==> config.mk <==
export PLATFORM = sky130hd
export DESIGN_NAME = req_strobe_gen
export DESIGN_NICKNAME = d
export VERILOG_FILES = /design/src/rtl/strobe_pkg.sv /design/src/rtl/strobe_sync_select.sv /design/src/rtl/strobe_period_calc.sv /design/src/rtl/strobe_counter.sv /design/src/rtl/req_strobe_gen.sv
export SDC_FILE = /design/constraint.sdc
export NUM_CORES = 1
export LEC_CHECK = 0
export BUFFER_PORTS_ARGS = -buffer_cell sky130_fd_sc_hd__buf_4
export CAP_MARGIN = 40
export CORE_ASPECT_RATIO = 0.8
export CORE_UTILIZATION = 40
export CTS_BUF_LIST = sky130_fd_sc_hd__clkbuf_4
export CTS_CLUSTER_SIZE = 30
export DETAILED_ROUTE_END_ITERATION = 8
export SYNTH_ARGS = -nofsm -noshare
export SYNTH_HDL_FRONTEND = slang
export SYNTH_SLANG_ARGS = --single-unit
export TNS_END_PERCENT = 50
==> constraint.sdc <==
create_clock -name clk -period 4.3 [get_ports clk]
set_input_delay 1.075 -clock clk [delete_from_list [all_inputs] [get_ports clk]]
set_output_delay 1.075 -clock clk [all_outputs]
set_load 0.03 [all_outputs]
==> src/rtl/strobe_pkg.sv <==
package strobe_pkg;
   typedef enum logic [1:0] {
      SYNC_NEVER = 2'd0,
      SYNC_EXT_A = 2'd1,
      SYNC_AUX   = 2'd2,
      SYNC_HOLD  = 2'd3
   } sync_mode_e;
endpackage

==> src/rtl/strobe_sync_select.sv <==
module strobe_sync_select #(
   parameter bit SYNC_A_ACTIVE_LOW = 1'b1
) (
   input  logic       clk,
   input  logic       rst_n,
   input  logic [1:0] mode,
   input  logic       sync_a_pin,
   input  logic       sync_aux,
   output logic       sync_sel
);
   import strobe_pkg::*;

   logic a_act;

   generate
      if (SYNC_A_ACTIVE_LOW) begin : g_a_low
         assign a_act = ~sync_a_pin;
      end else begin : g_a_high
         assign a_act = sync_a_pin;
      end
   endgenerate

   always_comb begin
      case (sync_mode_e'(mode))
         SYNC_NEVER: sync_sel = 1'b0;
         SYNC_EXT_A: sync_sel = a_act;
         SYNC_AUX:   sync_sel = sync_aux;
         default:    sync_sel = 1'b1;
      endcase
   end

   // holding mode 3 must keep the sync asserted
   a_r6_hold_active: assert property (@(posedge clk) disable iff (!rst_n)
      (mode == 2'd3) |-> sync_sel);
   // mode 0 never passes any sync through
   a_r9_off_silent: assert property (@(posedge clk) disable iff (!rst_n)
      (mode == 2'd0) |-> !sync_sel);
endmodule

==> src/rtl/strobe_period_calc.sv <==
module strobe_period_calc #(
   parameter int N_W = 10,
   parameter int P_W = N_W + 2
) (
   input  logic [N_W-1:0] period_n,
   input  logic           real_mode,
   output logic [P_W-1:0] period
);
   generate
      if (P_W < N_W + 2) begin : g_bad_width
         $error("strobe_period_calc: P_W must be at least N_W+2");
      end
   endgenerate

   logic [N_W-1:0] n_eff;

   always_comb begin
      n_eff = (period_n == '0) ? N_W'(1) : period_n;
      if (real_mode)
         period = P_W'({n_eff, 1'b0});
      else
         period = P_W'({n_eff, 2'b00});
   end
endmodule

==> src/rtl/strobe_counter.sv <==
module strobe_counter #(
   parameter int P_W      = 12,
   parameter int CNT_W    = 12,
   parameter int LAT_EVEN = 8,
   parameter int LAT_ODD  = 7
) (
   input  logic           clk,
   input  logic           rst_n,
   input  logic           sync,
   input  logic           shift_odd,
   input  logic [P_W-1:0] period,
   output logic           strobe
);
   generate
      if (LAT_EVEN < 2 || LAT_ODD < 2) begin : g_bad_lat
         $error("strobe_counter: latencies must be at least 2");
      end
      if (CNT_W < P_W) begin : g_bad_cnt
         $error("strobe_counter: CNT_W must cover the period");
      end
   endgenerate

   logic [CNT_W-1:0] cnt;
   logic [CNT_W-1:0] lat_m1;
   logic [CNT_W-1:0] period_zx;

   assign lat_m1    = shift_odd ? CNT_W'(LAT_ODD - 1) : CNT_W'(LAT_EVEN - 1);
   assign period_zx = CNT_W'(period);

   always_ff @(posedge clk or negedge rst_n) begin
      if (!rst_n) begin
         cnt    <= CNT_W'(1);
         strobe <= 1'b0;
      end else if (sync) begin
         cnt    <= lat_m1;
         strobe <= 1'b0;
      end else if (cnt == CNT_W'(1)) begin
         cnt    <= period_zx;
         strobe <= 1'b1;
      end else begin
         cnt    <= cnt - CNT_W'(1);
         strobe <= 1'b0;
      end
   end

   // strobe is one clock wide
   a_r5_single_cycle: assert property (@(posedge clk) disable iff (!rst_n)
      strobe |=> !strobe);
   // a sync suppresses any strobe in the following cycle
   a_r5_sync_clears: assert property (@(posedge clk) disable iff (!rst_n)
      sync |=> !strobe);
   // each strobe reloads the counter with the period present at that edge
   a_r7_reload: assert property (@(posedge clk) disable iff (!rst_n)
      strobe |-> (cnt == $past(period_zx)));
   // the counter never reaches zero, so the period never stalls
   a_r2_count_live: assert property (@(posedge clk) disable iff (!rst_n)
      cnt != '0);
endmodule

==> src/rtl/req_strobe_gen.sv <==
module req_strobe_gen #(
   parameter int N_W               = 10,
   parameter int LAT_EVEN          = 8,
   parameter int LAT_ODD           = 7,
   parameter bit SYNC_A_ACTIVE_LOW = 1'b1
) (
   input  logic           clk,
   input  logic           rst_n,
   input  logic [N_W-1:0] period_n,
   input  logic           real_mode,
   input  logic           shift_odd,
   input  logic [1:0]     sync_mode,
   input  logic           sync_a_n,
   input  logic           sync_aux,
   output logic           req_strobe
);
   localparam int P_W     = N_W + 2;
   localparam int LAT_MAX = (LAT_EVEN > LAT_ODD) ? LAT_EVEN : LAT_ODD;
   localparam int LAT_W   = $clog2(LAT_MAX + 1);
   localparam int CNT_W   = (P_W > LAT_W) ? P_W : LAT_W;

   generate
      if (N_W < 1) begin : g_bad_nw
         $error("req_strobe_gen: N_W must be at least 1");
      end
   endgenerate

   logic           sync_w;
   logic [P_W-1:0] period_w;

   strobe_sync_select #(
      .SYNC_A_ACTIVE_LOW(SYNC_A_ACTIVE_LOW)
   ) u_sel (
      .clk       (clk),
      .rst_n     (rst_n),
      .mode      (sync_mode),
      .sync_a_pin(sync_a_n),
      .sync_aux  (sync_aux),
      .sync_sel  (sync_w)
   );

   strobe_period_calc #(
      .N_W(N_W),
      .P_W(P_W)
   ) u_per (
      .period_n (period_n),
      .real_mode(real_mode),
      .period   (period_w)
   );

   strobe_counter #(
      .P_W     (P_W),
      .CNT_W   (CNT_W),
      .LAT_EVEN(LAT_EVEN),
      .LAT_ODD (LAT_ODD)
   ) u_cnt (
      .clk      (clk),
      .rst_n    (rst_n),
      .sync     (sync_w),
      .shift_odd(shift_odd),
      .period   (period_w),
      .strobe   (req_strobe)
   );

   // the period is never below two clocks, even for N=0
   a_r8_min_period: assert property (@(posedge clk) disable iff (!rst_n)
      period_w >= P_W'(2));
   // no strobe while mode 3 holds the sync
   a_r6_hold_silent: assert property (@(posedge clk) disable iff (!rst_n)
      (sync_mode == 2'd3) |=> !req_strobe);
endmodule

==> After elaboration in Yosys (flattened, before gate mapping) <==
Index checks and enable logic that the tools add are counted.
{ "op_classes": {"addsub": 1, "n_eq_ne": 3, "muxes": 8, "bitwise_logic": 1, "reduce_logical": 2} }
{ "op_table": {"columns": ["op", "count"], "rows": [
  ["2-to-1 mux 12 bit", 3],
  ["== test 12 x 1 -> 1 bit, second input constant", 1],
  ["subtractor 12 x 1 -> 12 bit, second input constant", 1],
  ["zero test 10 bit", 1],
  ["2-to-1 mux 10 bit", 1],
  ["2-to-1 mux 1 bit", 3],
  ["case mux 1 bit (3 select lines)", 1],
  ["== test 2 x 1 -> 1 bit, second input constant", 1],
  ["== test 2 bit, second input constant", 1],
  ["zero test 2 bit", 1],
  ["inverter 1 bit", 1]
]} }
{ "word_totals": {"register_bits": 13, "inputBits": 18, "word_cells": 17} }

==> Depth between registers and ports, before layout <==
Gate-level depths: netlist (run 1).
{ "depth": {"depth_word": 5, "mapped_depth": 7, "mapped_depth_nobuf": 6} }

==> Cells and area by module <==
Synthesis (run 1) repeated with hierarchy kept, for this count alone.
{ "hier_totals": {"cells_unflattened": 102, "area_unflattened_um2": 982.2} }
{ "modules_own_cells": {"columns": ["mod", "instances", "cells_each", "area_per_inst_um2"], "rows": [
  ["strobe_counter", 1, 79, 808.3],
  ["strobe_period_calc", 1, 20, 160.2],
  ["strobe_sync_select", 1, 3, 13.8]
]} }

==> Worst setup path before layout (run 1) <==
No wires, ideal clock.
{ "synth_timing": {"path_kind": "in2reg", "start": "in real_mode", "end": "reg u_cnt.cnt[10]", "setup_ps": 136, "arrival_ps": 1942, "setup_slack_ps": 2222, "path_stages": 6, "path_cell_list": "clkbuf_1 > buf_2 > mux2i_1 > nand2_1 > o2111ai_1 > a21oi_1"} }
{ "synth_via": {"elab_chain_len": 3} }
{ "synth_lines": {"columns": ["item", "line_no", "source"], "rows": [
  ["from (decl)", "req_strobe_gen.sv:10", "input logic real_mode,"],
  ["2-to-1 mux 12 bit", "strobe_period_calc.sv:19", "if (real_mode)"],
  ["2-to-1 mux 12 bit", "strobe_counter.sv:37", "end else if (cnt == CNT_W'(1)) begin"],
  ["2-to-1 mux 12 bit", "strobe_counter.sv:34", "end else if (sync) begin"],
  ["to (signal assigned)", "strobe_counter.sv:35", "cnt <= lat_m1;"],
  ["to (signal assigned)", "strobe_counter.sv:38", "cnt <= period_zx;"],
  ["to (signal assigned)", "strobe_counter.sv:41", "cnt <= cnt - CNT_W'(1);"],
  ["to (decl)", "strobe_counter.sv:23", "logic [CNT_W-1:0] cnt;"]
]} }
Every way passes these cells.

==> Worst setup path in the final report (run 1) <==
{ "layout_timing": {"start": "reg u_cnt.cnt[0]", "end": "reg u_cnt.cnt[1]"} }
{ "layout_via": {"elab_chain_len": 3, "elab_cells_between_ends": 4} }
{ "layout_lines": {"columns": ["item", "line_no"], "rows": [
  ["subtractor 12 x 1 -> 12 bit or == test 12 x 1 -> 1 bit (tied branches)", "strobe_counter.sv:41, strobe_counter.sv:37"],
  ["2-to-1 mux 12 bit (*)", "strobe_counter.sv:37"],
  ["2-to-1 mux 12 bit (*)", "strobe_counter.sv:34"]
]} }
Every way passes the cells marked *; elsewhere a longest branch is shown, timed or not.

==> results.cfg, run 1 <==
[hold_path]
min_path_type = flip-flop to flip-flop
min_from = u_cnt.cnt[7]
hold_depth = 1
worst_hold_path.endpoint = u_cnt.cnt[7]

[worst_setup_path]
cpPeakStageDelay_ns = 0.58
slowest_stage = dfstp_2
ff2ff_setup_slack_ns = 2.24
cp_max_fo = 6
r2r_start = u_cnt.cnt[0]
r2r_cells = 5
r2r-end = u_cnt.cnt[1]
cp_data_required_time_ns = 4.47
start_kind = flip-flop
crit_chain = ha_1, nor4b_4, and3_1, nor2_1, a311o_1
cp_top_family = simple AND/OR/NAND/NOR gates
worstSetupPathType = flip-flop to flip-flop
crit_arrival_ns = 2.22
end_kind = flip-flop
cp_num_buf_inv = 0

[pwr]
p_total_uw = 317
irDropWorstVdd_mv = 0.174
pwr_density_cell_nw_per_um2 = 281
leakagePower_nw = 0.473

[drt]
viasPerCell = 5.95
wl_met1_um = 1120
top_layer = met4
wirelength_um = 2290
dr.pass1.iters = 4
routed-via-count = 845
wl_per_cell_um = 16.1
drc = 0
routed-wl-met3_um = 130
drtAntennaViolNets = 0
drtIter0Drc = 26
met2_length_um = 1020

[die]
die_h_um = 45.8
start_util = 0.432
num_io_pins = 19
core_um2 = 2210
die_x_um = 56.7
dieArea_um2 = 2590
num_rows = 15

[sta]
period_share = 0.478
post-route-min-period_ns = 2.06
grt_setup_unrepaired = false
worst-slew-pin-transition_ns = 0.578
fmaxAchievable_ghz = 0.486
maxSlewHeadroom = 0.611
hold_viol = 0
whs_ns = 0.590
skew_ns = 0.00228
setup_tns_ns = 0
drv_slew = 0
setup_slack_ns = 2.24
finalSetupViolCount = 0

[clock_tree]
clock_sinks = 13
cts-buffers-inserted = 3
worst_skew_pair.late_latency_ns = 0.28
post_cts_resized = 0
clkTransAtPathRegs_ns = 0.08
postCtsHoldBufs = 0
clockRootBuffer = clkbuf_4
htree_num_levels = 1
clk_path_buf_depth = 2
cts_tree = done
cts_setup_buffers = 0

[place]
place_ws_ns = 2.25
port_buffers = 18
dp_hpwl_um = 1760
place.gp.congestion = 0.769
dp.cells = 138

[yosys]
netlist_instances = 99
synth_area_um2 = 957
ys_seq_area_frac = 0.341
ys_warn_count = 0
syn_nets = 119
synth_edf_count = 0
synth.distinct_cells = 44
synth_seq_cells = 13
postSynthAreaPerCell_um2 = 9.67
async_flop_share = 1.00
synth_ff_type = dfrtp_1

[global_route]
grt_max_degree = 16
grt_pass1_wl_um = 3900
overflow = 0
grt_pass1_vias = 833
grt_usage = 0.204
antenna_found_initial = 0

[layout]
final_cell_mix = buf_4, dfrtp_1, a21oi_1, a211oi_1
stdcell_count = 142
insertedDiodeCount = 0
final_common_cell = buf_4
area_growth_pct = 18.0
drive_above_1_share = 0.291
num-nets-final = 138

[outcome]
status = finished clean

[run]
drv_cap = 0
[state kept, by name, indices dropped and copies added, names as in the netlist]
signal	cells
u_cnt.cnt	12
u_cnt.strobe	1
[worst max path at each step]
stage	start	end	slack, ns	cells past startpoint
after global routing	u_cnt.cnt[0]	u_cnt.cnt[3]	2.11	5
after CTS	u_cnt.cnt[0]	u_cnt.cnt[1]	2.25	5
after global placement	sync_mode[0]	u_cnt.cnt[0]	2.02	5
after floorplan	real_mode	u_cnt.cnt[10]	2.22	6
after detailed placement	sync_mode[0]	u_cnt.cnt[1]	2.25	5
final	u_cnt.cnt[0]	u_cnt.cnt[1]	2.24	5
[kinds of logic (layout without fill, tap and decap cells)]
| family | count (synthesis) | after routing | share of synthesized area |
|---|---|---|---|
| xor gates and xnor gates | 4 | 4 | 0.0366 |
| muxes | 5 | 5 | 0.0523 |
| DFF | 13 | 13 | 0.341 |
| AOI/OAI and AO/OA | 32 | 32 | 0.237 |
| and+or+nand+nor | 35 | 35 | 0.263 |
| adders and majority gates | 2 | 2 | 0.0261 |
| buffers and inverters | 8 | 26 | 0.0444 |
[report_power, final]
group | leakage (nW) | internal (mW) | switching, mW
combinational | 0.286 | 0.0411 | 0.0438
sequential | 0.169 | 0.132 | 0.0166
clock | 0.0184 | 0.0423 | 0.0417
[metrics by stage]
stage,utilization,instance area (µm²)
final,0.510,1130
after detailed placement,0.497,1100
after CTS,0.510,1130
after global routing,0.510,1130
after floorplan,-,957
after global placement,0.493,1090
[synthesized netlist by cell type (3+ instances only)]
cell / n / share of area
dfrtp_1: 12 / 0.31
a21oi_1: 8 / 0.042
a211oi_1: 7 / 0.055
mux2i_1: 5 / 0.052
nor2_1: 5 / 0.020
nor3_1: 5 / 0.026
o21ai_1: 5 / 0.026
inv_1: 3 / 0.012
nand2_1: 3 / 0.012
nor2b_1: 3 / 0.020
xnor2_1: 3 / 0.027
[final cells by class]
class / instances / area (µm²)
Inverter: 3 / 11.3
Fill cell: 210 / 1080
Timing Repair Buffer: 19 / 143
Tap cell: 25 / 31.3
Multi-Input combinational cell: 78 / 588
Sequential cell: 13 / 327
Clock buffer: 4 / 30.0
[per-layer routing]
metal,GRT usage,vias to the layer above
li1,-,422
met1,0.275,389
met2,0.326,32
met3,0.0511,2
met4,0.0600,0
met5,0,-
Note: power is estimated with default switching activity, not from simulation.
==> run 2: changes to the inputs <==
==> constraint.sdc (replaced) <==
create_clock -name clk -period 1.7 [get_ports clk]
set_input_delay 0.425 -clock clk [delete_from_list [all_inputs] [get_ports clk]]
set_output_delay 0.425 -clock clk [all_outputs]
set_load 0.03 [all_outputs]
==> results.cfg, run 2 (synthesis gave the netlist of run 1 again) <==
[outcome]
status = complete, but fails checks
failed_checks = setup timing

[die]
dieArea_um2 = 2590
num_rows = 15
die_h_um = 45.8
die_x_um = 56.7
num_io_pins = 19
start_util = 0.432
core_um2 = 2210

[worst_setup_path]
start_kind = flip-flop
cpPeakStageDelay_ns = 0.57
crit_arrival_ns = 1.97
worstSetupPathType = flip-flop to flip-flop
slowest_stage = dfstp_2
ff2ff_setup_slack_ns = -0.09
end_kind = flip-flop
cp_max_fo = 3
cp_data_required_time_ns = 1.88
cp_top_family = flip-flops
crit_chain = ha_4, or4b_4, o21ai_1, a21oi_1, a2111oi_2
cp_num_buf_inv = 0

[clock_tree]
cts_tree = done
clkTransAtPathRegs_ns = 0.09
clockRootBuffer = clkbuf_4
cts-buffers-inserted = 3
clk_path_buf_depth = 2
worst_skew_pair.late_latency_ns = 0.28
htree_num_levels = 1
clock_sinks = 13

[pwr]
irDropWorstVdd_mv = 0.432
p_total_uw = 902
leakagePower_nw = 0.573
pwr_density_cell_nw_per_um2 = 668

[layout]
drive_above_1_share = 0.474
num-nets-final = 156
regMostFlops = u_cnt.cnt
fill_cells = 196
largest_reg_flops = 12
reg_top3 = u_cnt.cnt x12, u_cnt.strobe x1
final_cell_mix = buf_4, dfrtp_1, a21oi_1
regArea_um2 = 327
final_area_um2 = 1350
final_core_util = 0.610
insertedDiodeCount = 0
multi_input_area_um2 = 664
final_common_cell = buf_4
area_growth_pct = 41.0

[sta]
drv_slew = 0
setup_tns_ns = -0.178
hold_viol = 0
maxSlewHeadroom = 0.760
grt_setup_unrepaired = true
post-route-min-period_ns = 1.79
finalSetupViolCount = 3
worst-slew-pin-transition_ns = 0.358
setup_slack_ns = -0.0879
whs_ns = 0.264
skew_ns = 0.00184
period_share = 1.05
fmaxAchievable_ghz = 0.559

[global_route]
grt_pass1_wl_um = 4120
grt_pass1_vias = 889
antenna_found_initial = 0
grt_usage = 0.218
overflow = 0
grt_max_degree = 16

[drt]
wl_per_cell_um = 16.5
drc = 0
drtAntennaViolNets = 0
dr.pass1.iters = 5
viasPerCell = 5.92
routed-via-count = 947
wirelength_um = 2650
drtIter0Drc = 34

[place]
place_area_um2 = 1230
dp_hpwl_um = 1930
place.gp.congestion = 0.775
port_buffers = 18

[hold_path]
min_path_type = input port to flip-flop

[run]
drv_cap = 0
-- run 2: worst paths after layout --
| kind | start | endpoint | cells past startpoint |
|---|---|---|---|
| max | u_cnt.cnt[0] | u_cnt.cnt[9] | 5 |
| min | shift_odd | u_cnt.cnt[0] | 2 |
| max reg2reg | u_cnt.cnt[0] | u_cnt.cnt[9] | 5 |
| min reg2reg | u_cnt.cnt[7] | u_cnt.cnt[7] | 1 |
| max in group asynchronous | rst_n | u_cnt.cnt[0] | 2 |
| min in group asynchronous | rst_n | u_cnt.cnt[7] | 2 |
-- run 2: final cells by class --
cell class	count	share of cell area
timing repair buffer	37	0.210
inverter	3	0.0102
tap	25	0.0232
sequential	13	0.242
multi-input combinational	78	0.492
clock buffer	4	0.0222
-- run 2: stage by stage --
stage               setup WS (ns)  cells
floorplan                 -0.0404     99
global placement          -0.0406    154
detailed placement        -0.0817    154
CTS                        -0.103    159
global route               -0.157    160
finish                    -0.0879    160
-- run 2: report_power, final --
part / internal (mW) / switching [mW]
sequential: 0.333 / 0.0360
combinational: 0.161 / 0.150
clock: 0.107 / 0.115
-- run 2: metal layers --
layer | routed length [µm] | share of wire | global-route usage
met1 | 1250 | 0.47 | 0.262
met3 | 132 | 0.050 | 0.0597
met5 | 0 | 0 | 0
met4 | 76 | 0.029 | 0.0950
met2 | 1190 | 0.45 | 0.376
-- run 2: what timing repair did --
| action | CTS | global route |
|---|---|---|
| endpoints found under the setup margin | 7 | 9 |
| setup buffers | 0 | 1 |
| hold buffers | 1 | 0 |
| gates resized for setup | 3 | 13 |
| pin swaps | 2 | 4 |
| hold endpoints to repair | 12 | 0 |
